## config.mk

```make
export PLATFORM = sky130hd
export DESIGN_NAME = cap_timer
export DESIGN_NICKNAME = d
export VERILOG_FILES = /design/src/rtl/cap_timer_pkg.sv /design/src/rtl/cap_sync_edge.sv /design/src/rtl/cap_counter.sv /design/src/rtl/cap_irq.sv /design/src/rtl/cap_timer.sv
export SDC_FILE = /design/constraint.sdc
export NUM_CORES = 1
export LEC_CHECK = 0
export ABC_CLOCK_PERIOD_IN_PS = 1400
export BUFFER_PORTS_ARGS = -buffer_cell sky130_fd_sc_hd__buf_2
export CAP_MARGIN = 20
export CORE_ASPECT_RATIO = 1.75
export CORE_MARGIN = 3
export CORE_UTILIZATION = 54
export CTS_CLUSTER_DIAMETER = 50
export DETAILED_ROUTE_END_ITERATION = 7
export PLACE_DENSITY = 0.78
export RECOVER_POWER = 25
export REMOVE_ABC_BUFFERS = 1
export SLEW_MARGIN = 10
export SYNTH_ARGS = -nofsm -noshare
export SYNTH_HDL_FRONTEND = slang
export SYNTH_SLANG_ARGS = --single-unit
export TNS_END_PERCENT = 20
```

## constraint.sdc

```tcl
create_clock -name clk_i -period 1.4 [get_ports clk_i]
set_input_delay 0.21 -clock clk_i [delete_from_list [all_inputs] [get_ports clk_i]]
set_output_delay 0.21 -clock clk_i [all_outputs]
set_load 0.005 [all_outputs]
```

## src/rtl/cap_timer_pkg.sv

```systemverilog
package cap_timer_pkg;
  typedef enum logic {
    EDGE_RISE = 1'b0,
    EDGE_FALL = 1'b1
  } edge_pol_e;

  localparam int unsigned SRC_CAP = 0;
  localparam int unsigned SRC_UNF = 1;
  localparam int unsigned SRC_N   = 2;
endpackage

```

## src/rtl/cap_sync_edge.sv

```systemverilog
module cap_sync_edge
  import cap_timer_pkg::*;
#(
  parameter int unsigned SYNC_N = 2
) (
  input  logic      clk_i,
  input  logic      rst_ni,
  input  logic      pin_i,
  input  edge_pol_e pol_i,
  output logic      evt_o
);
  localparam int unsigned CHAIN_W = SYNC_N + 1;

  logic [CHAIN_W-1:0] chain_q, chain_d;
  logic               lvl_now, lvl_old;

  always_comb begin
    chain_d = {chain_q[CHAIN_W-2:0], pin_i};
  end

  always_ff @(posedge clk_i or negedge rst_ni) begin
    if (!rst_ni) chain_q <= '0;
    else         chain_q <= chain_d;
  end

  assign lvl_now = chain_q[SYNC_N-1];
  assign lvl_old = chain_q[SYNC_N];

  always_comb begin
    if (pol_i == EDGE_RISE) evt_o = lvl_now & ~lvl_old;
    else                    evt_o = ~lvl_now & lvl_old;
  end

  // a detected edge is a single-cycle pulse
  assert_evt_single_R10: assert property (@(posedge clk_i) disable iff (!rst_ni)
    (evt_o && $stable(pol_i)) |=> !(evt_o && $stable(pol_i)));
endmodule

```

## src/rtl/cap_counter.sv

```systemverilog
module cap_counter #(
  parameter int unsigned CNT_W = 16
) (
  input  logic             clk_i,
  input  logic             rst_ni,
  input  logic             tick_i,
  input  logic             en_i,
  input  logic             cap_evt_i,
  input  logic             preset_en_i,
  output logic [CNT_W-1:0] cap_val_o,
  output logic             unf_o
);
  localparam logic [CNT_W-1:0] ALL_ONES = {CNT_W{1'b1}};

  logic [CNT_W-1:0] cnt_q, cnt_d, cap_q, cap_d;
  logic             cnt_ce, do_dec, do_preset;

  always_comb begin
    do_dec    = en_i & tick_i;
    do_preset = cap_evt_i & preset_en_i;
    unf_o     = do_dec & (cnt_q == '0);
    cnt_ce    = do_dec | do_preset;
    cnt_d     = cnt_q;
    if (do_preset)   cnt_d = ALL_ONES;
    else if (do_dec) cnt_d = cnt_q - 1'b1;
    cap_d = cnt_q;
  end

  always_ff @(posedge clk_i or negedge rst_ni) begin
    if (!rst_ni)     cnt_q <= ALL_ONES;
    else if (cnt_ce) cnt_q <= cnt_d;
  end

  always_ff @(posedge clk_i or negedge rst_ni) begin
    if (!rst_ni)        cap_q <= '0;
    else if (cap_evt_i) cap_q <= cap_d;
  end

  assign cap_val_o = cap_q;

  assert_dec_R2: assert property (@(posedge clk_i) disable iff (!rst_ni)
    (en_i && tick_i && !(cap_evt_i && preset_en_i) && cnt_q != '0)
      |=> cnt_q == $past(cnt_q) - 1'b1);
  assert_hold_R2: assert property (@(posedge clk_i) disable iff (!rst_ni)
    (!(en_i && tick_i) && !(cap_evt_i && preset_en_i)) |=> $stable(cnt_q));
  assert_wrap_R3: assert property (@(posedge clk_i) disable iff (!rst_ni)
    (unf_o && !cap_evt_i) |=> cnt_q == ALL_ONES);
  assert_capture_R4: assert property (@(posedge clk_i) disable iff (!rst_ni)
    cap_evt_i |=> cap_q == $past(cnt_q));
  assert_preset_R5: assert property (@(posedge clk_i) disable iff (!rst_ni)
    (cap_evt_i && preset_en_i) |=> cnt_q == ALL_ONES);
endmodule

```

## src/rtl/cap_irq.sv

```systemverilog
module cap_irq #(
  parameter int unsigned N = 2
) (
  input  logic         clk_i,
  input  logic         rst_ni,
  input  logic [N-1:0] set_i,
  input  logic [N-1:0] clr_i,
  input  logic [N-1:0] ie_i,
  output logic [N-1:0] pend_o,
  output logic         irq_o
);
  logic [N-1:0] pend_q, pend_d, pend_ce;

  for (genvar g = 0; g < N; g++) begin : g_src
    always_comb begin
      pend_ce[g] = set_i[g] | clr_i[g];
      pend_d[g]  = set_i[g];
    end

    always_ff @(posedge clk_i or negedge rst_ni) begin
      if (!rst_ni)         pend_q[g] <= 1'b0;
      else if (pend_ce[g]) pend_q[g] <= pend_d[g];
    end

    assert_set_R6: assert property (@(posedge clk_i) disable iff (!rst_ni)
      set_i[g] |=> pend_q[g]);
    assert_clear_R8: assert property (@(posedge clk_i) disable iff (!rst_ni)
      (clr_i[g] && !set_i[g]) |=> !pend_q[g]);
    assert_sticky_R8: assert property (@(posedge clk_i) disable iff (!rst_ni)
      (pend_q[g] && !clr_i[g]) |=> pend_q[g]);
  end

  assign pend_o = pend_q;
  assign irq_o  = |(pend_q & ie_i);
endmodule

```

## src/rtl/cap_timer.sv

```systemverilog
module cap_timer
  import cap_timer_pkg::*;
#(
  parameter int unsigned CNT_W  = 16,
  parameter int unsigned SYNC_N = 2
) (
  input  logic             clk_i,
  input  logic             rst_ni,
  input  logic             tick_i,
  input  logic             timer_en_i,
  input  logic             cap_pin_i,
  input  logic             edge_sel_i,
  input  logic             preset_en_i,
  input  logic             cap_ie_i,
  input  logic             unf_ie_i,
  input  logic             cap_clr_i,
  input  logic             unf_clr_i,
  output logic [CNT_W-1:0] cap_val_o,
  output logic             cap_pend_o,
  output logic             unf_pend_o,
  output logic             irq_o
);
  logic [1:0]       rst_q;
  logic             rst_int_n;
  logic             cap_evt, unf_evt;
  edge_pol_e        pol;
  logic [SRC_N-1:0] set_v, clr_v, ie_v, pend_v;

  always_ff @(posedge clk_i or negedge rst_ni) begin
    if (!rst_ni) rst_q <= '0;
    else         rst_q <= {rst_q[0], 1'b1};
  end
  assign rst_int_n = rst_q[1];

  assign pol = edge_pol_e'(edge_sel_i);

  cap_sync_edge #(.SYNC_N(SYNC_N)) u_sync (
    .clk_i  (clk_i),
    .rst_ni (rst_int_n),
    .pin_i  (cap_pin_i),
    .pol_i  (pol),
    .evt_o  (cap_evt)
  );

  cap_counter #(.CNT_W(CNT_W)) u_cnt (
    .clk_i       (clk_i),
    .rst_ni      (rst_int_n),
    .tick_i      (tick_i),
    .en_i        (timer_en_i),
    .cap_evt_i   (cap_evt),
    .preset_en_i (preset_en_i),
    .cap_val_o   (cap_val_o),
    .unf_o       (unf_evt)
  );

  always_comb begin
    set_v[SRC_CAP] = cap_evt;
    set_v[SRC_UNF] = unf_evt;
    clr_v[SRC_CAP] = cap_clr_i;
    clr_v[SRC_UNF] = unf_clr_i;
    ie_v[SRC_CAP]  = cap_ie_i;
    ie_v[SRC_UNF]  = unf_ie_i;
  end

  cap_irq #(.N(SRC_N)) u_irq (
    .clk_i  (clk_i),
    .rst_ni (rst_int_n),
    .set_i  (set_v),
    .clr_i  (clr_v),
    .ie_i   (ie_v),
    .pend_o (pend_v),
    .irq_o  (irq_o)
  );

  assign cap_pend_o = pend_v[SRC_CAP];
  assign unf_pend_o = pend_v[SRC_UNF];

  // coincident capture and underflow leave both flags set
  assert_both_flags_R7: assert property (@(posedge clk_i) disable iff (!rst_int_n)
    (cap_evt && unf_evt) |=> (cap_pend_o && unf_pend_o));
  // nothing pending while reset is held internally
  assert_reset_quiet_R1: assert property (@(posedge clk_i)
    !rst_int_n |-> (!cap_pend_o && !unf_pend_o));
endmodule

```

* Word level (Yosys, flattened, before mapping) *
Cells that the tools add are included.

word-level totals
  flip-flop bits (word level) = 39
  memories kept = 0
  bits in writable memories = 0
  bits in latches = 0
  output and inout bits = 19
  memory bits (read-only) = 0
  logic and storage cells = 25
  input port bits = 11

cells by class
  $lt $le $gt $ge = 0
  $mul = 0
  equal/unequal tests = 0
  add/sub/neg operators = 1
  shifts and indexed selects = 0
  reductions and logical operators = 4
  multiplexer cells = 3
  bitwise operators = 11
  div/mod/pow operators = 0

operator list
  operator                 number
  $mux W16                 2
  $logic_not A16 Y1        1
  $sub A16 B1 Y16 const B  1
  $and A1 B1 Y1            5
  $or A1 B1 Y1             3
  $and A2 B2 Y2            1
  $not A1 Y1               2
  $reduce_and A2 Y1        1
  $reduce_bool A2 Y1       1
  $reduce_or A2 Y1         1
  $mux W1                  1

* Depth between registers and ports, before layout *
Gate-level depths: netlist of run 1.

  word-level depth = 6
  gate-level depth with buffers = 6
  mapped depth without buffers = 6

* Hierarchy *
Synthesis of run 1 repeated with hierarchy kept, for this count alone.

second synthesis, totals
  cells, all modules = 136
  area, all modules = 1667.8 um^2

by module, submodules not included
  module         area an instance (um^2)  seq. area each (um^2)  cells an instance  times used
  cap_counter    1433.9                   820.8                  120                1
  cap_sync_edge  97.6                     75.1                   6                  1
  cap_irq        82.6                     50.0                   7                  1
  cap_timer      53.8                     50.0                   3                  1

* Worst setup path before layout of run 1 *
OpenSTA, ideal clock, no wires.

  path kind = register to register
  from = register u_sync.chain_q[2]
  to = register u_cnt.cap_q[11], in the netlist u_cnt.cap_val_o[11]
  stages on the path, launching flop included = 6
  data arrival time = 1.378 ns
  path buffers = 2
  library setup time = 0.125 ns
  path slack = -0.103 ns
  required time = 1.275 ns
  clock period less this slack = 1.503 ns
  cell sequence = dfrtp_1 > and3b_1 > a21oi_1 > buf_2 > buf_2 > mux2_2

on the way
  cells in the longest elaborated chain, start to end = 3
  elaborated cells between the ends (all ways) = 4
  classes of those cells = mux: 1; bitwise: 3

RTL lines
  element                   line                 source
  start: declaration        cap_sync_edge.sv:14  logic [CHAIN_W-1:0] chain_q, chain_d;
  start signal: assignment  cap_sync_edge.sv:23  else chain_q <= chain_d;
  $not A1 Y1                cap_sync_edge.sv:30  if (pol_i == EDGE_RISE) evt_o = lvl_now & ~lvl_old;
  $and A1 B1 Y1             cap_sync_edge.sv:30
  $mux W1 *                 cap_sync_edge.sv:30
  end signal: assignment    cap_counter.sv:36    else if (cap_evt_i) cap_q <= cap_d;
  end: declaration          cap_counter.sv:15    logic [CNT_W-1:0] cnt_q, cnt_d, cap_q, cap_d;

Mark *: on every way between the ends. The rest lies on a longest branch, timed or not.
A chain may end at the register's enable or synchronous reset.

* Final worst setup path of run 1 *
  from = register u_cnt.cnt_q[6], in the netlist u_cnt.cap_d[6]
  to = register u_cnt.cnt_q[13], in the netlist u_cnt.cap_d[13]

on the way
  cells in the longest elaborated chain, start to end = 3

RTL lines
  element                   line               source
  start: declaration        cap_counter.sv:15
  start signal: assignment  cap_counter.sv:31  else if (cnt_ce) cnt_q <= cnt_d;
  $sub A16 B1 Y16           cap_counter.sv:25  else if (do_dec) cnt_d = cnt_q - 1'b1;
  $mux W16                  cap_counter.sv:25
  $mux W16                  cap_counter.sv:24  if (do_preset) cnt_d = ALL_ONES;

No other way between the ends. The select of a mux whose other input is x is not followed.

==> results.toml, run 1 <==
[status]
status = "complete, but fails checks"
failed_checks = "setup timing"

[sta]
rsz0062_at_grt = "yes"
tightest_slew_ns = 0.8730
hold_violations = 0
slew_violations = 0
finClkSkew_ns = 0.007694
setup-tns-final_ns = -0.2715
setup_viol = 4
setup_slack_ns = -0.1325
max_freq_ghz = 0.6525
relSlewSlack = 0.4180
period_share = 1.095
fin_crit_ns = 1.532

[floorplanning]
coreArea_mm2 = 0.002928
fp.dieH_um = 79.16
die_w_um = 47.81
row_count = 26
die_area_mm2 = 0.003784
initial_utilization = 0.5641
ios = 30

[power]
p_leak_nw = 0.8607
p_int_mw = 1.941
p_seq_frac = 0.523
vdd.ir_drop.worst_mv = 1.153
combPwrFrac = 0.208
pwr-share-clk = 0.269
p_sw_mw = 0.6640
powerDensity_mw_per_mm2 = 1208
total_power_mw = 2.605
swShare = 0.2549

[logic_synthesis]
ys_ff_latch = 39
synthDistinctLibCells = 34
synth_area_leaders = "dfrtp_1 (35%), dfstp_2 (25%), mux2_2 (9.5%)"
synth_ff_type = "dfrtp_1"
synth_edf_count = 0
yosysWarnings = 0
synth.avg_cell_area_um2 = 12.42
syn_area_mm2 = 0.001652
netlist_instances = 133
yosys.area.top_type_share = 0.3485
synth_largest_area_cell = "dfrtp_1"
synth-async-reset-ratio = 1.000
yosysSeqAreaShare = 0.6030

[setup_path]
arrival_ns = 1.76
worstSetupStartpointType = "flip-flop"
cp.required_ns = 1.63
cp_slowest_cell = "or4_1"
slowest_delay_ns = 0.45
crit_path_end_kind = "flip-flop"
critPathMaxFanout = 5
rr_worst_depth = 4
path_cells = "nor4_4, nand4_2, or4_1, nand3_1"
path_class = "reg -> reg"

[global_routing]
antenna_found_initial = 0
grt_pass1_vias = 1232
grt.total_usage = 0.1984
overflow = 0
grt_max_degree = 38
grt_first_pass_wirelength_um = 5416

[clock_tree]
clkTransAtPathRegs_ns = 0.07
clkSinkCount = 39
insertion_delay_ns = 0.29
cts_root_buf = "clkbuf_8"
cts_buffer_depth = 2
h-tree-depth = 2
cts_tree = "built"
numCtsBuffers = 5

[detailed_routing]
dr.pass1.iters = 4
num_vias = 1231
drc = 0
wl_per_cell_um = 14.73
drt_iter0_markers = 16
wirelength_um = 3256
ant_nets = 0
vias_per_cell = 5.570

[placed_design]
post-place-ws_ns = -0.1195
routabilityCongestion = 0.7815
dpl_cell_area_mm2 = 0.001992
dpl.hpwl_um = 2267
port_buffers = 29

[flow_run]
drv_cap = 0

[final_layout]
finalInstanceArea_mm2 = 0.002156
num_antenna_cells = 0
synthToLayoutAreaGrowth_pct = 30.53
fin_nets = 204
final_layout_size_suffix_gt1_frac = 0.5389

[min_path]
hold_depth = 1
hold_path_class = "in -> reg"
## path summary, 6_finish.rpt
check / slack (ns) / start / to
hold / removal: 0.04 / cap_pin_i / u_sync.chain_q[0]
hold reg to reg: 0.37 / rst_q[0] / rst_q[1]
max in group asynchronous: 0.41 / rst_q[1] / u_cnt.cap_val_o[11]
setup reg to reg: -0.13 / u_cnt.cap_d[6] / u_cnt.cap_d[13]
setup / recovery: -0.13 / u_cnt.cap_d[6] / u_cnt.cap_d[13]
min in group asynchronous: 0.24 / rst_ni / rst_q[0]
## kinds of logic (layout without fill, tap and decap cells)
family / Yosys count / count (layout) / share of synthesized area
xor+xnor: 10 / 10 / 0.05303
compound gates: 12 / 12 / 0.04545
mux: 14 / 14 / 0.09545
buf+inv: 8 / 68 / 0.01970
fa+ha+maj: 1 / 1 / 0.007575
flops: 39 / 39 / 0.6030
simple gates: 48 / 48 / 0.1735
other cells: 1 / 1 / 0.002271
## synthesized netlist by cell type (2+ instances only)
cell type	n
buf_2	2
clkbuf_1	2
dfrtp_1	23
dfstp_2	16
inv_1	4
mux2_2	14
nand2_1	17
nand2b_1	2
nand3_1	8
nor2_1	3
nor3_1	2
o211ai_1	2
o21ai_0	6
or3_1	4
xnor2_1	4
xor2_1	6
## metal layers
metal  vias to the layer above  GRT usage  share of wire  wire (µm)
li1                        578          -              -          -
met1                       624     0.2174           0.39       1260
met2                        24     0.3422           0.56       1813
met3                         5    0.05442          0.041        134
met4                         0    0.07278          0.015         48
met5                         -          0              0          0
## layout make-up
cell class / instances / area (µm²)
Clock buffer: 7 / 76.32
Clock inverter: 1 / 5.005
Fill cell: 197 / 772.0
Inverter: 4 / 15.01
Multi-Input combinational cell: 86 / 665.6
Sequential cell: 39 / 996.0
Tap cell: 28 / 35.03
Timing Repair Buffer: 56 / 362.8
## critical path: cells and delay by family (launching register included)
kind	cells	cell delay [ns]
simple gates	4	1.10
flops	1	0.38
## what timing repair did
item	4_1_cts	5_1_grt
hold buffers	1	0
gates resized for setup	12	1
endpoints found under the hold margin	2	0
setup endpoints to repair	27	28
setup buffers	3	1
pin swaps	5	5
## state kept, by name, indices dropped and copies added (netlist names)
| name | count |
|---|---|
| rst_q | 2 |
| u_cnt.cap_d | 16 |
| u_irq.pend_o | 2 |
| u_cnt.cap_val_o | 16 |
| u_sync.chain_q | 3 |
## power by group through the flow
stage          clock (mW)  combinational, mW  sequential (mW)
2_1_floorplan           0              0.204             1.41
3_3_place_gp            0              0.511             1.37
3_5_place_dp            0              0.529             1.38
4_1_cts             0.729              0.553             1.36
5_1_grt             0.778              0.601             1.38
6_report            0.701              0.541             1.36
## placed cells by master (no fill, tap or decap), drive strengths merged, types with 3 or more instances in the layout
cell type   n
clkbuf      9
nand3       8
dfrtp      23
buf        53
nand2      17
inv         4
o21ai       6
dfstp      16
nor3        3
or3         4
mux2       14
xor2        6
xnor2       4
nor2        3
## per-stage QoR
stage	instances	hold slack, ns	util
2_1_floorplan	129	-0.08559	-
3_3_place_gp	208	-0.005287	0.6803
3_5_place_dp	208	-0.001005	0.6803
4_1_cts	220	0.03854	0.7338
5_1_grt	221	0.03485	0.7363
6_report	221	0.04400	0.7363
No activity file was read; power rests on OpenSTA's default activity.
==> run 2, diff against run 1 <==
--- a/config.mk
+++ b/config.mk
@@ -13,6 +13,7 @@
 export CORE_UTILIZATION = 54
 export CTS_CLUSTER_DIAMETER = 50
 export DETAILED_ROUTE_END_ITERATION = 7
+export MAX_ROUTING_LAYER = met4
 export PLACE_DENSITY = 0.78
 export RECOVER_POWER = 25
 export REMOVE_ABC_BUFFERS = 1
==> run 2 against run 1 <==
Against the previous run: the run still ends with setup timing left; combinational power hardly changed; critical path type unchanged; first-iteration DRC count is 13% higher; clock-buffer cell count stayed put; clock skew hardly changed; maximum frequency hardly changed; largest cell class unchanged; sequential power hardly changed; clock power hardly changed.
==> results.toml, run 2 (synthesis results as in run 1) <==
[min_path]
hold_path_class = "in -> reg"

[floorplanning]
initial_utilization = 0.5641
coreArea_mm2 = 0.002928
die_area_mm2 = 0.003784
die_w_um = 47.81
fp.dieH_um = 79.16
ios = 30
row_count = 26

[setup_path]
cp_slowest_cell = "or4_1"
path_cells = "nor4_4, nand4_2, or4_1, nand3_1"
critPathMaxFanout = 5
arrival_ns = 1.76
crit_path_end_kind = "flip-flop"
cp.required_ns = 1.63
slowest_delay_ns = 0.45
path_class = "reg -> reg"
worstSetupStartpointType = "flip-flop"

[status]
failed_checks = "setup timing"
status = "complete, but fails checks"

[flow_run]
drv_cap = 0

[sta]
setup_viol = 4
tightest_slew_ns = 0.8748
setup_slack_ns = -0.1311
finClkSkew_ns = 0.007555
max_freq_ghz = 0.6531
relSlewSlack = 0.4168
slew_violations = 0
hold_violations = 0
fin_crit_ns = 1.531
rsz0062_at_grt = "yes"
setup-tns-final_ns = -0.2690
hold_slack_ns = 0.04267
period_share = 1.094

[power]
p_leak_nw = 0.8607
total_power_mw = 2.605
powerDensity_mw_per_mm2 = 1208
vdd.ir_drop.worst_mv = 1.154

[detailed_routing]
drc = 0
ant_nets = 0
num_vias = 1237
wirelength_um = 3257
wl_per_cell_um = 14.74
drt_iter0_markers = 18
dr.pass1.iters = 4
vias_per_cell = 5.597

[placed_design]
dpl.hpwl_um = 2267
dp_cells = 208
port_buffers = 29
routabilityCongestion = 0.7922
dpl_cell_area_mm2 = 0.001992
post-place-ws_ns = -0.1195

[final_layout]
final_cell_mix = "buf_2 (28), buf_4 (23), dfrtp_1 (23)"
nFillCells = 197
fin_util = 0.7363
final_common_cell = "buf_2"
fin_nets = 204
final_layout_size_suffix_gt1_frac = 0.5389
seq_area_um2 = 996.0
layout.cells.non_filler = 221
multiInputGateArea_um2 = 665.6
finalInstanceArea_mm2 = 0.002156
synthToLayoutAreaGrowth_pct = 30.53
num_antenna_cells = 0

[clock_tree]
clkSinkCount = 39
cts_buffer_depth = 2
cts_tree = "built"
cts_root_buf = "clkbuf_8"
clkTransAtPathRegs_ns = 0.07
numCtsBuffers = 5
h-tree-depth = 2
insertion_delay_ns = 0.29

[global_routing]
grt_max_degree = 38
antenna_found_initial = 0
grt.total_usage = 0.2029
overflow = 0
grt_pass1_vias = 1234
grt_first_pass_wirelength_um = 5395
==> run 2: cell counts in the layout (fill, tap and decap cells not counted) <==
Identical to the previous run, type by type.
==> run 2: worst max-delay path, delay by kind of cell, from the launching register on <==
family / cells / cell delay (ns)
simple gates: 4 / 1.09
flops: 1 / 0.38
==> run 2: final timing paths <==
check                               start                  end  slack (ns)  depth (start not counted)
max                        u_cnt.cap_d[6]      u_cnt.cap_d[13]       -0.13                          4
min                             cap_pin_i    u_sync.chain_q[0]        0.04                          1
max reg2reg                u_cnt.cap_d[6]      u_cnt.cap_d[13]       -0.13                          4
min reg2reg                      rst_q[0]             rst_q[1]        0.37                          0
max in group asynchronous        rst_q[1]  u_cnt.cap_val_o[11]        0.41                          1
min in group asynchronous          rst_ni             rst_q[0]        0.24                          2
==> run 2: timing repair <==
action / in CTS / in global routing
hold buffers: 1 / 0
endpoints found under the setup margin: 27 / 28
pin swaps: 5 / 5
endpoints found under the hold margin: 2 / 0
setup buffers: 3 / 1
resized for setup: 12 / 1
==> run 2: power by group <==
group	switching, mW	internal, mW
sequential	0.0752	1.29
clock	0.352	0.349
combinational	0.236	0.305
==> run 2: final cells by class <==
cell class,instances,share of cell area
Inverter,4,0.006965
Tap cell,28,0.01625
Clock buffer,7,0.03540
Sequential cell,39,0.4620
Clock inverter,1,0.002322
Multi-Input combinational cell,86,0.3088
Timing Repair Buffer,56,0.1683
==> run 2: metal layers <==
| metal | global-route usage | part of all wire |
|---|---|---|
| met5 | - | 0 |
| met4 | 0.07278 | 0.015 |
| met3 | 0.05442 | 0.042 |
| met2 | 0.3422 | 0.56 |
| met1 | 0.2159 | 0.38 |
==> run 3, diff against run 2 <==
--- a/config.mk
+++ b/config.mk
@@ -5,16 +5,16 @@
 export SDC_FILE = /design/constraint.sdc
 export NUM_CORES = 1
 export LEC_CHECK = 0
-export ABC_CLOCK_PERIOD_IN_PS = 1400
+export ABC_CLOCK_PERIOD_IN_PS = 1800
 export BUFFER_PORTS_ARGS = -buffer_cell sky130_fd_sc_hd__buf_2
 export CAP_MARGIN = 20
 export CORE_ASPECT_RATIO = 1.75
 export CORE_MARGIN = 3
-export CORE_UTILIZATION = 54
+export CORE_UTILIZATION = 58
 export CTS_CLUSTER_DIAMETER = 50
 export DETAILED_ROUTE_END_ITERATION = 7
 export MAX_ROUTING_LAYER = met4
-export PLACE_DENSITY = 0.78
+export PLACE_DENSITY = 0.83
 export RECOVER_POWER = 25
 export REMOVE_ABC_BUFFERS = 1
 export SLEW_MARGIN = 10
==> constraint.sdc (replaced) <==
create_clock -name clk_i -period 1.8 [get_ports clk_i]
set_input_delay 0.27 -clock clk_i [delete_from_list [all_inputs] [get_ports clk_i]]
set_output_delay 0.27 -clock clk_i [all_outputs]
set_load 0.005 [all_outputs]
==> run 3 against run 2 <==
Against the previous run: maximum frequency shrank 7.0%; the run now ends clean; hold slack improved by 0.046 ns; largest cell class unchanged; largest power group unchanged; register-to-register slack better by 0.28 ns; critical path type unchanged.
==> results.toml, run 3 (synthesis results as in run 1) <==
[min_path]
hold_path_class = "in -> reg"
worstHoldStart = "cap_pin_i"

[final_layout]
final_layout_size_suffix_gt1_frac = 0.4294
fin_nets = 181
synthToLayoutAreaGrowth_pct = 18.64
multiInputGateArea_um2 = 623.1
nFillCells = 209
final_cell_mix = "buf_2 (28), dfrtp_1 (23), nand2_1 (17)"
layout.cells.non_filler = 197
num_antenna_cells = 0
final_common_cell = "buf_2"
fin_util = 0.7200
seq_area_um2 = 996.0

[sta]
setup_viol = 0
rsz0062_at_grt = "no"
tightest_slew_ns = 0.8620
fin_crit_ns = 1.647
max_freq_ghz = 0.6072
hold_violations = 0
period_share = 0.9150
finClkSkew_ns = 0.004773
relSlewSlack = 0.4253
slew_violations = 0

[floorplanning]
initial_utilization = 0.6069
fp.dieH_um = 76.59
ios = 30
die_area_mm2 = 0.003549
die_w_um = 46.34
row_count = 25
coreArea_mm2 = 0.002721

[setup_path]
arrival_ns = 1.88
path_class = "reg -> reg"
r2r_start = "u_cnt.cap_d[0]"
crit_path_end_kind = "flip-flop"
cp.required_ns = 2.03
critPathMaxFanout = 5
cp-startpoint = "u_cnt.cap_d[0]"
worstSetupStartpointType = "flip-flop"

[clock_tree]
cts_tree = "built"
clkTransAtPathRegs_ns = 0.07
cts_setup_buffers = 0
cts_resized = 0
cts_root_buf = "clkbuf_8"
clkSinkCount = 39
h-tree-depth = 2
ctsHoldBuffers = 1
cts_buffer_depth = 2
numCtsBuffers = 5
insertion_delay_ns = 0.29

[global_routing]
grt_use_met1 = 0.2325
met3_usage = 0.05910
overflow = 0
grt_pass1_vias = 1216
met2_usage = 0.3550
grt.total_usage = 0.2192
grt_max_degree = 38
grt_first_pass_wirelength_um = 5416
top_usage_layer = "met2"
antenna_found_initial = 0

[power]
powerDensity_mw_per_mm2 = 1074
vdd.ir_drop.worst_mv = 0.9877
p_leak_nw = 0.7580

[detailed_routing]
wirelength_um = 3055
drt_iter0_markers = 45
ant_nets = 0
wl_per_cell_um = 15.51
drc = 0
vias_per_cell = 5.665
num_vias = 1116
dr.pass1.iters = 4

[placed_design]
port_buffers = 29
dpl.hpwl_um = 2184
routabilityCongestion = 0.8149
dp_cells = 188

[flow_run]
drv_cap = 0

[status]
status = "completed"
## run 3: cell types whose count changed in the layout (fill, tap and decap cells not counted), moves of 2 or more
cell | previous run | this run
inv_2 | 2 | 0
buf_4 | 23 | 2
inv_1 | 2 | 4
clkbuf_1 | 3 | 1
## run 3: final cells by class
cell class | count | area share
flip-flops and latches | 39 | 0.5083
repair buffers | 33 | 0.08876
clock buffers | 6 | 0.04215
multi-input cells | 86 | 0.3180
well taps | 27 | 0.01724
clock inverters | 2 | 0.01788
inverters | 4 | 0.007663
## run 3: through the flow
step                area, µm²  setup slack, ns  total power [mW]  setup TNS, ns  hold slack, ns
global route             1959          0.03678             2.200              0         0.07745
CTS                      1963           0.1510             2.128              0         0.08311
detailed placement       1836           0.2376             1.377              0         0.05810
floorplan                1634          -0.2858             1.259         -5.545        -0.02559
finish                   1959           0.1531             2.104              0         0.08873
global placement         1836           0.2912             1.356              0         0.05469
## run 3: where the power goes
group	internal [mW]	total (mW)	leakage, nW	switching (mW)
sequential	1.00	1.09	0.402	0.0866
clock	0.448	0.744	0.0612	0.295
combinational	0.137	0.271	0.294	0.134
total	1.59	2.10	0.758	0.516
## run 3: final timing paths
kind                                             to  slack [ns]  depth (start not counted)
worst min-delay path              u_sync.chain_q[0]        0.09                          1
max in group asynchronous       u_cnt.cap_val_o[10]        0.82                          1
min in group asynchronous                  rst_q[0]        0.29                          2
worst max register to register      u_cnt.cap_d[12]        0.15                          6
worst max-delay path                u_cnt.cap_d[12]        0.15                          6
worst min register to register    u_sync.chain_q[1]        0.35                          0
## run 3: layer usage
metal  up-vias  share of wire
met5         -              0
met4         0          0.031
met1       551           0.38
met3        10          0.042
li1        530              -
met2        25           0.55
## run 3: critical path, cell delays in order, from the launching register on
cell	delay, ns
dfstp_2	0.39
inv_1	0.11
ha_1	0.22
nor2b_1	0.24
nand4_1	0.20
or3_1	0.35
nand3_1	0.09
